## config.mk

```make
export PLATFORM = sky130hd
export DESIGN_NAME = bitclk_dpll
export DESIGN_NICKNAME = d
export VERILOG_FILES = /design/src/rtl/dpll_pkg.sv /design/src/rtl/dpll_edge_det.sv /design/src/rtl/dpll_mode_seq.sv /design/src/rtl/dpll_loop_filter.sv /design/src/rtl/dpll_phase_acc.sv /design/src/rtl/bitclk_dpll.sv
export SDC_FILE = /design/constraint.sdc
export NUM_CORES = 1
export LEC_CHECK = 0
export ABC_AREA = 0
export BUFFER_PORTS_ARGS = -buffer_cell sky130_fd_sc_hd__buf_2
export CAP_MARGIN = 0
export CORE_MARGIN = 2
export CORE_UTILIZATION = 27
export DETAILED_ROUTE_END_ITERATION = 8
export RECOVER_POWER = 25
export SETUP_SLACK_MARGIN = 0.05
export SLEW_MARGIN = 20
export SYNTH_ARGS = -nofsm -noshare
export SYNTH_HDL_FRONTEND = slang
export SYNTH_HIERARCHICAL = 1
export SYNTH_SLANG_ARGS = --single-unit
```

## constraint.sdc

```tcl
create_clock -name clk -period 2.5 [get_ports clk]
set_input_delay 0.125 -clock clk [delete_from_list [all_inputs] [get_ports clk]]
set_output_delay 0.125 -clock clk [all_outputs]
set_load 0.05 [all_outputs]
```

## src/rtl/dpll_pkg.sv

```systemverilog
package dpll_pkg;

   typedef enum logic [1:0] {
      BW_ACQ = 2'd0,
      BW_MED = 2'd1,
      BW_NAR = 2'd2
   } bw_mode_e;

endpackage

```

## src/rtl/dpll_edge_det.sv

```systemverilog
module dpll_edge_det #(
   parameter int SYNC_STAGES = 0
) (
   input  logic clk,
   input  logic rst_n,
   input  logic data_in,
   output logic edge_seen
);

   generate
      if (SYNC_STAGES == 0) begin : g_direct
         logic data_q;
         always_ff @(posedge clk) begin
            if (!rst_n) data_q <= 1'b0;
            else        data_q <= data_in;
         end
         assign edge_seen = data_in ^ data_q;
      end else begin : g_synced
         logic [SYNC_STAGES:0] sr_q;
         always_ff @(posedge clk) begin
            if (!rst_n) sr_q <= '0;
            else        sr_q <= {sr_q[SYNC_STAGES-1:0], data_in};
         end
         assign edge_seen = sr_q[SYNC_STAGES] ^ sr_q[SYNC_STAGES-1];
      end
   endgenerate

endmodule

```

## src/rtl/dpll_mode_seq.sv

```systemverilog
module dpll_mode_seq
   import dpll_pkg::*;
#(
   parameter int ACQ_BITS = 30
) (
   input  logic     clk,
   input  logic     rst_n,
   input  logic     acq_req,
   input  logic     strobe,
   output bw_mode_e bw_mode
);

   localparam int CNT_W = $clog2(ACQ_BITS + 1);
   localparam logic [CNT_W-1:0] CNT_END = CNT_W'(ACQ_BITS);

   logic             acq_q;
   logic [CNT_W-1:0] bits_q;
   logic             acq_rise;

   assign acq_rise = acq_req & ~acq_q;

   always_ff @(posedge clk) begin
      if (!rst_n) begin
         acq_q  <= 1'b0;
         bits_q <= CNT_END;
      end else begin
         acq_q <= acq_req;
         if (acq_rise)
            bits_q <= '0;
         else if (acq_req && strobe && (bits_q < CNT_END))
            bits_q <= bits_q + 1'b1;
      end
   end

   always_comb begin
      if (!acq_req)
         bw_mode = BW_NAR;
      else if (acq_rise || (bits_q < CNT_END))
         bw_mode = BW_ACQ;
      else
         bw_mode = BW_MED;
   end

endmodule

```

## src/rtl/dpll_loop_filter.sv

```systemverilog
module dpll_loop_filter
   import dpll_pkg::*;
#(
   parameter int PHASE_W   = 4,
   parameter int MED_SHIFT = 2
) (
   input  logic [PHASE_W-1:0] phase,
   input  logic               edge_seen,
   input  bw_mode_e           bw_mode,
   input  logic               acq_req,
   input  logic               hold_n,
   output logic [PHASE_W:0]   corr
);

   localparam int EW = PHASE_W + 1;
   localparam logic [EW-1:0] HALF = EW'(2 ** (PHASE_W - 1));

   logic [EW-1:0] err;
   logic          neg;
   logic [EW-1:0] mag;
   logic [EW-1:0] med_mag;
   logic [EW-1:0] med_corr;
   logic [EW-1:0] nar_corr;
   logic          freeze;

   assign err    = {1'b0, phase} - HALF;
   assign neg    = err[EW-1];
   assign mag    = neg ? (~err + 1'b1) : err;
   assign freeze = ~hold_n & ~acq_req;

   generate
      if (MED_SHIFT == 0) begin : g_med_full
         assign med_mag = mag;
      end else begin : g_med_shift
         logic [EW-1:0] shifted;
         assign shifted = mag >> MED_SHIFT;
         assign med_mag = ((shifted == '0) && (mag != '0)) ? EW'(1) : shifted;
      end
   endgenerate

   assign med_corr = neg ? (~med_mag + 1'b1) : med_mag;
   assign nar_corr = (mag == '0) ? '0 : (neg ? '1 : EW'(1));

   always_comb begin
      corr = '0;
      if (edge_seen && !freeze) begin
         case (bw_mode)
            BW_ACQ:  corr = err;
            BW_MED:  corr = med_corr;
            default: corr = nar_corr;
         endcase
      end
   end

endmodule

```

## src/rtl/dpll_phase_acc.sv

```systemverilog
module dpll_phase_acc #(
   parameter int PHASE_W = 4
) (
   input  logic               clk,
   input  logic               rst_n,
   input  logic [PHASE_W:0]   corr,
   output logic [PHASE_W-1:0] phase,
   output logic               strobe,
   output logic               rx_clk
);

   localparam int NW = PHASE_W + 2;
   localparam logic [PHASE_W-1:0] PH_RESET = PHASE_W'(2 ** (PHASE_W - 1));

   logic [PHASE_W-1:0] phase_q;
   logic [NW-1:0]      nxt;

   assign nxt = {2'b00, phase_q} + NW'(1) - {corr[PHASE_W], corr};

   always_ff @(posedge clk) begin
      if (!rst_n) phase_q <= PH_RESET;
      else        phase_q <= nxt[PHASE_W-1:0];
   end

   assign phase  = phase_q;
   assign strobe = (phase_q == '0);
   assign rx_clk = ~phase_q[PHASE_W-1];

endmodule

```

## src/rtl/bitclk_dpll.sv

```systemverilog
module bitclk_dpll
   import dpll_pkg::*;
#(
   parameter int OSR         = 16,
   parameter int ACQ_BITS    = 30,
   parameter int MED_SHIFT   = 2,
   parameter int SYNC_STAGES = 0
) (
   input  logic       clk,
   input  logic       rst_n,
   input  logic       data_in,
   input  logic       acq_req,
   input  logic       hold_n,
   output logic       bit_strobe,
   output logic       rx_clk,
   output logic [1:0] bw_mode
);

   localparam int PHASE_W = $clog2(OSR);

   generate
      if ((OSR < 4) || ((1 << PHASE_W) != OSR)) begin : g_bad_osr
         $error("OSR must be a power of two of at least 4");
      end
      if (ACQ_BITS < 1) begin : g_bad_acq
         $error("ACQ_BITS must be at least 1");
      end
      if ((MED_SHIFT < 0) || (MED_SHIFT >= PHASE_W)) begin : g_bad_shift
         $error("MED_SHIFT must lie below the phase width");
      end
      if (SYNC_STAGES < 0) begin : g_bad_sync
         $error("SYNC_STAGES must not be negative");
      end
   endgenerate

   logic               edge_seen;
   logic [PHASE_W-1:0] phase;
   logic [PHASE_W:0]   corr;
   logic               strobe;
   bw_mode_e           mode;

   dpll_edge_det #(.SYNC_STAGES(SYNC_STAGES)) u_edge (
      .clk       (clk),
      .rst_n     (rst_n),
      .data_in   (data_in),
      .edge_seen (edge_seen)
   );

   dpll_mode_seq #(.ACQ_BITS(ACQ_BITS)) u_mode (
      .clk     (clk),
      .rst_n   (rst_n),
      .acq_req (acq_req),
      .strobe  (strobe),
      .bw_mode (mode)
   );

   dpll_loop_filter #(.PHASE_W(PHASE_W), .MED_SHIFT(MED_SHIFT)) u_filt (
      .phase     (phase),
      .edge_seen (edge_seen),
      .bw_mode   (mode),
      .acq_req   (acq_req),
      .hold_n    (hold_n),
      .corr      (corr)
   );

   dpll_phase_acc #(.PHASE_W(PHASE_W)) u_acc (
      .clk    (clk),
      .rst_n  (rst_n),
      .corr   (corr),
      .phase  (phase),
      .strobe (strobe),
      .rx_clk (rx_clk)
   );

   assign bit_strobe = strobe;
   assign bw_mode    = mode;

endmodule

```

=== Word-level counts from Yosys, hierarchy flattened ===
Index checks and enable logic that the tools add are counted.

* Logic and storage cells: 47
* Output and inout port bits: 4
* Register bits after elaboration: 11
* Input port bits: 5

* Add/subtract/negate cells: 6
* Reduce and logical (&&, ||, !) cells: 13
* Order comparisons: 1
* Equality and inequality tests: 1
* Bitwise operators: 10
* Mux-type cells: 11

{| class="wikitable"
|+ Operators with widths
! cell !! number
|-
| $mux 4 || 4
|-
| $mux 5 || 3
|-
| $add 5x1->5 const B || 2
|-
| $logic_not 5->1 || 2
|-
| $add 4x1->4 const B || 2
|-
| $pmux 4 s2 || 1
|-
| $lt 5x5->1 const B || 1
|-
| $not 1->1 || 5
|-
| $not 5->5 || 1
|-
| $reduce_bool 5->1 || 1
|-
| $sub 4x4->5 const B || 1
|-
| $logic_and 1x1->1 || 4
|-
| $logic_not 4->1 || 1
|-
| $not 3->4 || 1
|-
| $sub 4x4->4 || 1
|-
| $mux 3 || 1
|-
| $and 1x1->1 || 2
|-
| $eq 2x1->1 const B || 1
|-
| $logic_not 2->1 || 1
|-
| $mux 2 || 1
|-
| $reduce_bool 2->1 || 1
|-
| $reduce_or 2->1 || 1
|-
| $logic_not 1->1 || 1
|-
| $logic_or 1x1->1 || 1
|-
| 2 further kinds || 2
|}

=== Longest topological paths before layout ===
* Depth in word-level cells: 13
* Mapped depth: 13

=== Hierarchy ===
The synthesis kept the hierarchy.

{| class="wikitable"
|+ By module, submodules not included
! module !! area each (µm²) !! seq. area each (µm²) !! cells each !! instances
|-
| dpll_mode_seq || 304.0 || 120.1 || 36 || 1
|-
| dpll_phase_acc || 231.5 || 80.1 || 24 || 1
|-
| dpll_loop_filter || 153.9 || 0.0 || 21 || 1
|-
| dpll_edge_det || 36.3 || 20.0 || 3 || 1
|}

=== Least setup slack after synthesis ===
Ideal clock, no wire load.

* Path kind: register to register
* Start: register u_acc.phase_q[3] (netlist: u_acc/phase[3])
* End: register u_mode.bits_q[4]
* Setup slack: -0.490 ns
* Cell stages (with the launch flop): 5
* Period minus slack after synthesis: 2.990 ns
* Required time: 2.371 ns
* Arrival: 2.861 ns
* Setup time: 0.129 ns
* Cells stage by stage: dfxtp_1 -> nor4_1 -> nand2_1 -> o41ai_1 -> o21ai_0

* Cells in the longest elaborated chain, start to end: 4

{| class="wikitable"
|+ Ends and longest elaborated chain
! item !! line !! text
|-
| from (decl) || dpll_phase_acc.sv:15 || <nowiki>logic [PHASE_W-1:0] phase_q;</nowiki>
|-
| from (signal assigned) || dpll_phase_acc.sv:22 || <nowiki>else phase_q <= nxt[PHASE_W-1:0];</nowiki>
|-
| $logic_not 4->1 || dpll_phase_acc.sv:26 || <nowiki>assign strobe = (phase_q == '0);</nowiki>
|-
| named net bit_strobe || bitclk_dpll.sv:14 || <nowiki>output logic bit_strobe,</nowiki>
|-
| $logic_and 1x1->1 (2 in series) || dpll_mode_seq.sv:30 || <nowiki>else if (acq_req && strobe && (bits_q < CNT_END))</nowiki>
|-
| $reduce_bool 2->1 (no line) || - ||
|-
| to (signal assigned) || dpll_mode_seq.sv:31 || <nowiki>bits_q <= bits_q + 1'b1;</nowiki>
|-
| to (decl) || dpll_mode_seq.sv:17 || <nowiki>logic [CNT_W-1:0] bits_q;</nowiki>
|}

The timed path passes the listed nets, and every way through them passes these cells.
A chain may end at the register's enable or synchronous reset.

=== Worst setup path after layout ===
* Start: register u_acc.phase_q[2] (netlist: u_acc/phase[2])
* End: register u_acc.phase_q[3] (netlist: u_acc/phase[3])

* Cells in the longest elaborated chain, start to end: 13

{| class="wikitable"
|+ Ends and longest elaborated chain
! item !! line !! text
|-
| $sub 4x4->5 * || dpll_loop_filter.sv:26 || <nowiki>assign err = {1'b0, phase} - HALF;</nowiki>
|-
| $not 5->5 || dpll_loop_filter.sv:28 || <nowiki>assign mag = neg ? (~err + 1'b1) : err;</nowiki>
|-
| $add 5x1->5 || dpll_loop_filter.sv:28 ||
|-
| $mux 5 || dpll_loop_filter.sv:28 ||
|-
| $logic_not 5->1 / $reduce_bool 5->1 (equally long branches) || dpll_loop_filter.sv:37 || <nowiki>assign med_mag = ((shifted == '0) && (mag != '0)) ? EW'(1) : shifted;</nowiki>
|-
| $logic_and 1x1->1 || dpll_loop_filter.sv:37 ||
|-
| $mux 3 || dpll_loop_filter.sv:37 ||
|-
| $not 3->4 || dpll_loop_filter.sv:41 || <nowiki>assign med_corr = neg ? (~med_mag + 1'b1) : med_mag;</nowiki>
|-
| $add 4x1->4 || dpll_loop_filter.sv:41 ||
|-
| $mux 4 || dpll_loop_filter.sv:41 ||
|-
| $pmux 4 s2 * || dpll_loop_filter.sv:47 || <nowiki>case (bw_mode)</nowiki>
|-
| $mux 4 * || dpll_loop_filter.sv:46 || <nowiki>if (edge_seen && !freeze) begin</nowiki>
|-
| named net corr[1] || bitclk_dpll.sv:38 || <nowiki>logic [PHASE_W:0] corr;</nowiki>
|-
| $sub 4x4->4 * || dpll_phase_acc.sv:18 || <nowiki>assign nxt = {2'b00, phase_q} + NW'(1) - {corr[PHASE_W], corr};</nowiki>
|}

The timed path passes the listed nets; every way through them passes the cells marked *.

==> impl_results.md <==
* Data required time of the worst path at 2.65 ns
* Hold depth at 2
* VDD IR max at 0.426 mV
* Gr usage total at 0.125
* Clock tree from TritonCTS: built
* Crit Reg-Reg Endpoint: u_acc/phase[3]
* Final setup violating endpoints at 0
* Clock Pin Slew Worst Setup and Hold Paths at 0.07 ns
* Final #Nets at 117
* Initial detailed-routing violation count at 11
* Die W at 54.9 µm
* Synth Instances at 82
* CP arrival at 2.64 ns
* Clock sink count at 11
* Reg2Reg Depth at 13
* Setup TNS at 0 ns
* Min-delay src: data_in
* Grt total ovfl at 0
* Final worst path period share at 0.994
* Worst setup margin at 0.0149 ns
* Port bufs at 8
* H-tree depth at 1
* Syn Nets at 95
* Final core occ at 0.390
* Worst hold path endpoint: u_edge/g_direct.data_q
* DRC Markers at 0
* Largest net degree at the start of global routing at 12
* FILL cells at 253
* Crit-path max FO at 2
* First-pass GRT wire length at 2730 µm
* Final Power at 0.839 mW
* ANT cells at 0
* Vias at 655
* Worst R2R Start: u_acc/phase[2]
* Min-delay worst type: in -> reg
* Die area at 0.00302 mm²
* # rows at 18
* Max-cap viol count at 0
* Root buf cell: clkbuf_4
* Highest Clock Rate at 0.402 GHz
* Tmin final at 2.49 ns
* Clock Path Buffers at 2
* Startpoint types: register
* Leakage power at 0.442 nW
* Fin. max-slew vios at 0
* Vias/cell at 4.92
* Final Non-Filler Cells at 133
* Syn-to-layout area delta at 37.9%
* Proportion of layout cells with a drive suffix above 1 at 0.417
* Cells after DPL at 125
* Post-DP HPWL at 1130 µm
* Core area at 0.00248 mm²
* Clk_skew at 0.00719 ns
* Chip height at 54.9 µm
* Synth Warn # at 6
* Initial antenna violation count at 0
* R2R setup slack at 0.01 ns
* Routed WL per cell at 12.1 µm
* GPL Wtd Cong at 0.792
* Critical Path Sink Type: register
* Pwr/cell area at 868 mW/mm²
* Hold violation count in the final report at 0
* Starting Density at 0.283
* CP Class: reg -> reg
* Antenna-violating nets left at 0
* Num CTS Buffers at 3
* Worst-Skew Late Latency at 0.27 ns
* Synthesized cell area at 701 µm²
* Pre-CTS setup slack at -0.0856 ns
* Drt pass-1 iters at 4
* RSZ-0062 raised after global routing: yes
* Final WL at 1610 µm
* Via count of the first global-routing pass at 634
* # IOs at 9
* Status: finished clean
* Mean post-synth cell area at 8.54 µm²
-- layout by cell type (no fill, tap or decap), drive strengths merged, types with 3 or more instances in the layout --
cell type,n
inv,10
ha,7
nand2,6
dfxtp,11
and2,4
buf,17
xor2,3
clkbuf,4
and3,3
a21oi,7
o21ai,7
-- cell type report --
| type | instances | area [µm²] | share of cell area |
|---|---|---|---|
| multi-input cells | 61 | 518 | 0.536 |
| flip-flops and latches | 11 | 235 | 0.244 |
| repair buffers | 17 | 111 | 0.115 |
| inverters | 10 | 37.5 | 0.0389 |
| well taps | 30 | 37.5 | 0.0389 |
| clock buffers | 4 | 26.3 | 0.0272 |
-- per-stage QoR --
stage | cell area, µm² | hold slack, ns
floorplan | 726 | 0.187
global placement | 841 | 0.370
detailed placement | 841 | 0.376
CTS | 898 | 0.0960
global route | 966 | 0.0999
finish | 966 | 0.104
-- registers in the layout (all words and copies together) (netlist names) --
register	count
u_mode/acq_q	1
u_mode/bits_q	5
u_acc/phase	4
u_edge/g_direct.data_q	1
-- where the power goes --
group / internal (mW) / leakage, nW / switching (mW)
registers: 0.212 / 0.0923 / 0.0320
logic: 0.230 / 0.334 / 0.246
clock network: 0.0617 / 0.0150 / 0.0576
total: 0.503 / 0.442 / 0.336
-- how the worst max path moves through the flow --
stage	from	slack, ns	end
2_1_floorplan	u_acc/phase[2]	0.06	u_acc/phase[3]
3_3_place_gp	u_acc/phase[2]	0.03	u_acc/phase[3]
3_5_place_dp	u_acc/phase[2]	-0.09	u_acc/phase[3]
4_1_cts	u_acc/phase[0]	-0.02	u_acc/phase[3]
5_1_grt	u_acc/phase[2]	-0.13	u_acc/phase[3]
6_report	u_acc/phase[2]	0.01	u_acc/phase[3]
-- metal layers --
metal / GRT usage / up-vias / wire [µm]
met1: 0.158 / 310 / 724
li1: - / 331 / -
met4: 0.0285 / 0 / 19
met2: 0.206 / 12 / 815
met5: 0 / - / 0
met3: 0.0430 / 2 / 50
-- timing repair --
item	in CTS	in global routing
gates resized for setup	5	11
endpoints found under the setup margin	1	2
hold buffers	0	0
pin swaps	5	7
buffers inserted	1	3
-- worst max-delay path: stages, from the launching register on --
cell	delay, ns
dfxtp_2	0.34
nor3_4	0.22
buf_6	0.13
ha_4	0.20
a21oi_4	0.12
o21ai_2	0.07
ha_1	0.27
inv_1	0.06
ha_1	0.15
inv_2	0.04
fa_2	0.38
xor2_1	0.19
xnor2_1	0.14
nand2_1	0.08
Note: power is estimated with default switching activity, not from simulation.
